### src/rtl/mapper_pkg.sv
package mapper_pkg;
   localparam int NUM_BANK_REGS = 8;
   localparam int NUM_CHR_REGS  = 6;
   localparam int NUM_PRG_REGS  = 2;

   typedef struct packed {
      logic       chr_inv;
      logic       prg_swap;
      logic [2:0] sel;
   } cmd_t;

   typedef enum logic [1:0] {
      PWIN_8000 = 2'd0,
      PWIN_A000 = 2'd1,
      PWIN_C000 = 2'd2,
      PWIN_E000 = 2'd3
   } prg_win_e;
endpackage

### src/rtl/bank_reg_file.sv
module bank_reg_file
   import mapper_pkg::*;
#(
   parameter int PRG_BANK_BITS = 5,
   parameter int CHR_BANK_BITS = 7,
   parameter bit MIRROR_RST    = 1'b0
) (
   input  logic                                        clk,
   input  logic                                        rst_n,
   input  logic                                        cmd_wr,
   input  logic                                        data_wr,
   input  logic                                        mir_wr,
   input  logic [7:0]                                  wr_data,
   output cmd_t                                        cmd_q,
   output logic [NUM_CHR_REGS-1:0][CHR_BANK_BITS-1:0]  chr_bank,
   output logic [NUM_PRG_REGS-1:0][PRG_BANK_BITS-1:0]  prg_bank,
   output logic                                        mirror_q
);
   always_ff @(posedge clk or negedge rst_n) begin
      if (!rst_n) begin
         cmd_q <= '0;
      end else if (cmd_wr) begin
         cmd_q.chr_inv  <= wr_data[7];
         cmd_q.prg_swap <= wr_data[6];
         cmd_q.sel      <= wr_data[2:0];
      end
   end

   always_ff @(posedge clk or negedge rst_n) begin
      if (!rst_n)      mirror_q <= MIRROR_RST;
      else if (mir_wr) mirror_q <= wr_data[0];
   end

   for (genvar i = 0; i < NUM_BANK_REGS; i++) begin : g_reg
      if (i < NUM_CHR_REGS) begin : g_chr
         always_ff @(posedge clk or negedge rst_n) begin
            if (!rst_n)
               chr_bank[i] <= '0;
            else if (data_wr && cmd_q.sel == 3'(i))
               chr_bank[i] <= wr_data[CHR_BANK_BITS-1:0];
         end
      end else begin : g_prg
         always_ff @(posedge clk or negedge rst_n) begin
            if (!rst_n)
               prg_bank[i-NUM_CHR_REGS] <= '0;
            else if (data_wr && cmd_q.sel == 3'(i))
               prg_bank[i-NUM_CHR_REGS] <= wr_data[PRG_BANK_BITS-1:0];
         end
      end
   end
endmodule

### src/rtl/prg_window_map.sv
module prg_window_map
   import mapper_pkg::*;
#(
   parameter int PRG_BANK_BITS = 5,
   localparam int PRG_AW = PRG_BANK_BITS + 13
) (
   input  logic                                        prg_swap,
   input  logic [NUM_PRG_REGS-1:0][PRG_BANK_BITS-1:0]  prg_bank,
   input  logic [14:0]                                 prg_cpu_addr,
   output logic [PRG_AW-1:0]                           prg_rom_addr
);
   localparam logic [PRG_BANK_BITS-1:0] LAST_BANK = '1;
   localparam logic [PRG_BANK_BITS-1:0] PEN_BANK  = LAST_BANK - 1'b1;

   prg_win_e                 win;
   logic [PRG_BANK_BITS-1:0] bank;

   assign win = prg_win_e'(prg_cpu_addr[14:13]);

   always_comb begin
      unique case (win)
         PWIN_8000: bank = prg_swap ? PEN_BANK : prg_bank[0];
         PWIN_A000: bank = prg_bank[1];
         PWIN_C000: bank = prg_swap ? prg_bank[0] : PEN_BANK;
         default:   bank = LAST_BANK;
      endcase
   end

   assign prg_rom_addr = {bank, prg_cpu_addr[12:0]};
endmodule

### src/rtl/chr_window_map.sv
module chr_window_map
   import mapper_pkg::*;
#(
   parameter int CHR_BANK_BITS = 7,
   localparam int CHR_AW = CHR_BANK_BITS + 10
) (
   input  logic                                        chr_inv,
   input  logic [NUM_CHR_REGS-1:0][CHR_BANK_BITS-1:0]  chr_bank,
   input  logic [12:0]                                 chr_ppu_addr,
   output logic [CHR_AW-1:0]                           chr_rom_addr
);
   localparam logic [CHR_BANK_BITS-1:0] LSB = CHR_BANK_BITS'(1);

   logic [7:0][CHR_BANK_BITS-1:0] win_bank;
   logic [2:0]                    slot;

   for (genvar w = 0; w < 8; w++) begin : g_win
      if (w < 4) begin : g_pair
         assign win_bank[w] = (chr_bank[w/2] & ~LSB) | ((w % 2 == 1) ? LSB : '0);
      end else begin : g_single
         assign win_bank[w] = chr_bank[w-2];
      end
   end

   assign slot         = chr_ppu_addr[12:10] ^ {chr_inv, 2'b00};
   assign chr_rom_addr = {win_bank[slot], chr_ppu_addr[9:0]};
endmodule

### src/rtl/cart_bank_mapper.sv
module cart_bank_mapper
   import mapper_pkg::*;
#(
   parameter int PRG_BANK_BITS = 5,
   parameter int CHR_BANK_BITS = 7,
   parameter bit MIRROR_RST    = 1'b0,
   localparam int PRG_AW = PRG_BANK_BITS + 13,
   localparam int CHR_AW = CHR_BANK_BITS + 10
) (
   input  logic              clk,
   input  logic              rst_n,
   input  logic              wr_en,
   input  logic [15:0]       wr_addr,
   input  logic [7:0]        wr_data,
   input  logic [14:0]       prg_cpu_addr,
   output logic [PRG_AW-1:0] prg_rom_addr,
   input  logic [12:0]       chr_ppu_addr,
   output logic [CHR_AW-1:0] chr_rom_addr,
   output logic              nt_mirror
);
   if (PRG_BANK_BITS < 1 || PRG_BANK_BITS > 8) begin : g_bad_prg
      $error("PRG_BANK_BITS must lie in 1..8");
   end
   if (CHR_BANK_BITS < 2 || CHR_BANK_BITS > 8) begin : g_bad_chr
      $error("CHR_BANK_BITS must lie in 2..8");
   end

   cmd_t                                        cmd_q;
   logic [NUM_CHR_REGS-1:0][CHR_BANK_BITS-1:0]  chr_bank;
   logic [NUM_PRG_REGS-1:0][PRG_BANK_BITS-1:0]  prg_bank;
   logic                                        in_cmd_rng;
   logic                                        in_mir_rng;
   logic                                        cmd_wr;
   logic                                        data_wr;
   logic                                        mir_wr;
   logic                                        unused_addr_bits;

   assign in_cmd_rng       = (wr_addr[15:13] == 3'b100);
   assign in_mir_rng       = (wr_addr[15:13] == 3'b101);
   assign cmd_wr           = wr_en && in_cmd_rng && !wr_addr[0];
   assign data_wr          = wr_en && in_cmd_rng &&  wr_addr[0];
   assign mir_wr           = wr_en && in_mir_rng && !wr_addr[0];
   assign unused_addr_bits = ^{wr_addr[12:1], wr_data};

   bank_reg_file #(
      .PRG_BANK_BITS(PRG_BANK_BITS),
      .CHR_BANK_BITS(CHR_BANK_BITS),
      .MIRROR_RST   (MIRROR_RST)
   ) u_regs (
      .clk     (clk),
      .rst_n   (rst_n),
      .cmd_wr  (cmd_wr),
      .data_wr (data_wr),
      .mir_wr  (mir_wr),
      .wr_data (wr_data),
      .cmd_q   (cmd_q),
      .chr_bank(chr_bank),
      .prg_bank(prg_bank),
      .mirror_q(nt_mirror)
   );

   prg_window_map #(.PRG_BANK_BITS(PRG_BANK_BITS)) u_prg (
      .prg_swap    (cmd_q.prg_swap),
      .prg_bank    (prg_bank),
      .prg_cpu_addr(prg_cpu_addr),
      .prg_rom_addr(prg_rom_addr)
   );

   chr_window_map #(.CHR_BANK_BITS(CHR_BANK_BITS)) u_chr (
      .chr_inv     (cmd_q.chr_inv),
      .chr_bank    (chr_bank),
      .chr_ppu_addr(chr_ppu_addr),
      .chr_rom_addr(chr_rom_addr)
   );
endmodule

### config.mk
export PLATFORM = sky130hd
export DESIGN_NAME = cart_bank_mapper
export DESIGN_NICKNAME = d
export VERILOG_FILES = /design/src/rtl/mapper_pkg.sv /design/src/rtl/bank_reg_file.sv /design/src/rtl/prg_window_map.sv /design/src/rtl/chr_window_map.sv /design/src/rtl/cart_bank_mapper.sv
export SDC_FILE = /design/constraint.sdc
export NUM_CORES = 1
export LEC_CHECK = 0
export BUFFER_PORTS_ARGS = -buffer_cell sky130_fd_sc_hd__buf_2
export CORE_ASPECT_RATIO = 0.6
export CORE_MARGIN = 2
export CORE_UTILIZATION = 51
export DETAILED_ROUTE_END_ITERATION = 8
export HOLD_SLACK_MARGIN = 0.03
export PLACE_DENSITY = 0.8
export SKIP_CTS_REPAIR_TIMING = 1
export SYNTH_ARGS = -nofsm -noshare
export SYNTH_HDL_FRONTEND = slang
export SYNTH_SLANG_ARGS = --single-unit
### constraint.sdc
create_clock -name clk -period 2.15 [get_ports clk]
set_clock_uncertainty 0.15 [all_clocks]
set_input_delay 0.43 -clock clk [delete_from_list [all_inputs] [get_ports clk]]
set_output_delay 0.43 -clock clk [all_outputs]
set_load 0.02 [all_outputs]
==> run metrics <==
status=finished with violations; failing checks=negative setup slack; area occupied by multi-input gates=1280 µm²; CP Launch Type=flip-flop; Async SR Flop Fraction=1.00; Tot GR Track Use=0.179; hpwl dp=3710 µm; Leak=0.00157 µW; pins over their slew limit=0; DRC viols=0; register area=1400 µm²; post-synth top area share=0.485; CTS H-tree depth=2; Max-slew headroom=0.644; dpl ws=-189 ps; fin crit period=2190 ps; largest area contributor in the netlist=dfrtp_1; Clock Power Share=0.226; fmax=457 MHz; layout cells sized above 1=0.583; Die Width=101 µm; GPL Wtd Cong=0.796; Pint=1770 µW; Finished Layout Cells=297; Inst Count DP=288; Worst path top cell family by delay=multiplexers; placement row count=21; combinational power share=0.244; power density cells=763 nW/µm²; maxcap violations=0; initial antenna violation count=0; first-pass GRT wire length=8590 µm; Worst EP required=1570 ps; DRT iter0 DRCs=67; IO Count=91; WL per Instance=17.7 µm; Critical Path Sink Type=primary output; hold crit path type=primary input to flip-flop; flop and latch count out of synthesis=56; worst skew pair latency=310 ps; Crit Path Max Fanout=2; Post-synth EDFFs=0; largest stage delay on the critical path=480 ps; fill cell count=457; Syn Area/Cell=14.2 µm²; Setup Crit Path Kind=flip-flop to primary output; die area=6300 µm²; Worst Setup Slack, final=-39.9 ps; Core ar.=5520 µm²; CTS Buffer Depth=2; initial core utilization=0.524; switching share of power=0.280; CP max stage cell=mux4_2; WP buf/inv=1; Synth warnings=0; via count=1682; Post-synth top cells=dfrtp_1 (56), mux2_2 (55), buf_4 (23); library cells used by synthesis=31; TritonCTS clock tree=done; ANT nets after route=0; Root Buffer=clkbuf_8; CP cell instances=mux2_4, mux4_2, buf_6; Post-Syn Instances=204; CTS clk-pin slew, worst paths=100 ps; Worst Max-Slew Pin Slew=534 ps; Die Y-Extent=62.3 µm; ys flop type=dfrtp_1; overall power=2450 µW; largest net degree at the start of global routing=35; Max VDD drop=0.439 mV; Net Sw Power=688 µW; Via density=5.66; Hold Vio Cnt, Final=0; clk sinks=56; r2r setup slk=330 ps; RSZ-0062 raised after global routing=true; syn nets=259; gr ovfl total=0; Seq/Total Area, Yosys=0.485; top cells by area, synth=dfrtp_1 (49%), mux2_2 (21%), mux2_4 (7.3%); vias in the first global route=1681; count of port buffers added during placement=32; most common cell in the netlist=dfrtp_1; crit share post-route=1.02; Area growth, synth to finish=11.3%; Post-Syn Area=2890 µm²; CTS buffer count=5; critical path arrival=1610 ps; Final #Nets=283; setup violators final=6; n_diodes=0; Pre-antenna DRT Iters=4; wirelength, routed=5270 µm; sequential share of power=0.530
-- logic make-up after synthesis --
logic type             after synthesis  share of synthesized area
AO/OA/AOI/OAI                       12                     0.0290
XOR/XNOR                             1                    0.00303
buffers and inverters               36                     0.0823
flip-flops                          56                      0.485
multiplexers                        76                      0.337
AND/OR/NAND/NOR                     23                     0.0632
-- layout make-up --
class	instances	share of cell area
clock buffers	5	0.0214
clock inverters	2	0.00389
inverters	5	0.00584
multi-input cells	112	0.397
flip-flops and latches	56	0.436
well taps	69	0.0268
repair buffers	48	0.109
-- cell usage in the layout (no fill, tap or decap) --
cell type	synthesis	layout
o22a_1	4	4
nand4_1	2	2
buf_2	1	25
or4_1	2	2
nand2b_1	1	1
nor4_4	2	2
a31oi_1	1	1
buf_4	23	13
buf_12	0	2
nand4bb_1	1	1
and2_1	1	1
mux2_2	55	48
mux2_4	14	21
nand2_1	1	1
a21o_1	1	1
nor3_1	5	5
buf_6	2	7
a221o_1	1	1
mux2i_1	1	1
nor3_2	1	1
nand3b_1	2	2
dfrtp_1	56	56
and4_1	1	1
nor4bb_1	1	1
clkinvlp_4	0	1
nor2_1	2	2
inv_2	1	1
a21oi_1	5	5
dlygate4sd3_1	0	1
xor2_1	1	1
mux4_2	6	6
nor4b_1	1	1
clkbuf_8	0	5
inv_1	4	4
clkinv_2	0	1
-- power groups by stage --
| stage | Clock [µW] | Combinational, µW | Sequential (µW) |
|---|---|---|---|
| finish | 555 | 598 | 1300 |
| global route | 614 | 647 | 1330 |
| CTS | 566 | 548 | 1300 |
| detailed placement | 0 | 547 | 1320 |
| global placement | 0 | 532 | 1310 |
| floorplan | 0 | 442 | 1300 |
-- metal layers --
layer | track usage | share of wire | vias up
li1 | - | - | 769
met1 | 0.276 | 0.51 | 871
met2 | 0.252 | 0.44 | 34
met3 | 0.0484 | 0.046 | 8
met4 | 0.0422 | 0.0066 | 0
met5 | 0 | 0 | -
-- final timing paths --
kind,start,endpoint,cells after the start
hold reg to reg,u_regs.chr_bank[39]$_DFFE_PN0P_,u_regs.chr_bank[39]$_DFFE_PN0P_,1
hold / removal,wr_data[7],u_regs.cmd_q[4]$_DFFE_PN0P_,2
max in group asynchronous,rst_n,u_regs.cmd_q[4]$_DFFE_PN0P_,3
min in group asynchronous,rst_n,u_regs.chr_bank[2]$_DFFE_PN0P_,2
setup reg to reg,u_regs.cmd_q[2]$_DFFE_PN0P_,u_regs.chr_bank[19]$_DFFE_PN0P_,3
setup / recovery,u_regs.chr_bank[15]$_DFFE_PN0P_,chr_rom_addr[11],3
-- metrics by stage --
step                      hold slack [ps]   util  TNS, ps  cell area [µm²]
after floorplan                     -15.6      -        0             2890
after global placement                284  0.552    -1020             3050
after detailed placement              289  0.552    -1030             3050
after CTS                           -49.8  0.567    -1040             3130
after global routing                  208  0.583     -415             3220
final                                 207  0.583     -114             3220
-- sequential cells by signal, summed over array words and instances (netlist names) --
name / count
u_regs.chr_bank: 40
u_regs.prg_bank: 10
u_regs.mirror_q: 1
u_regs.cmd_q: 5
No activity file was read; power rests on OpenSTA's default activity.
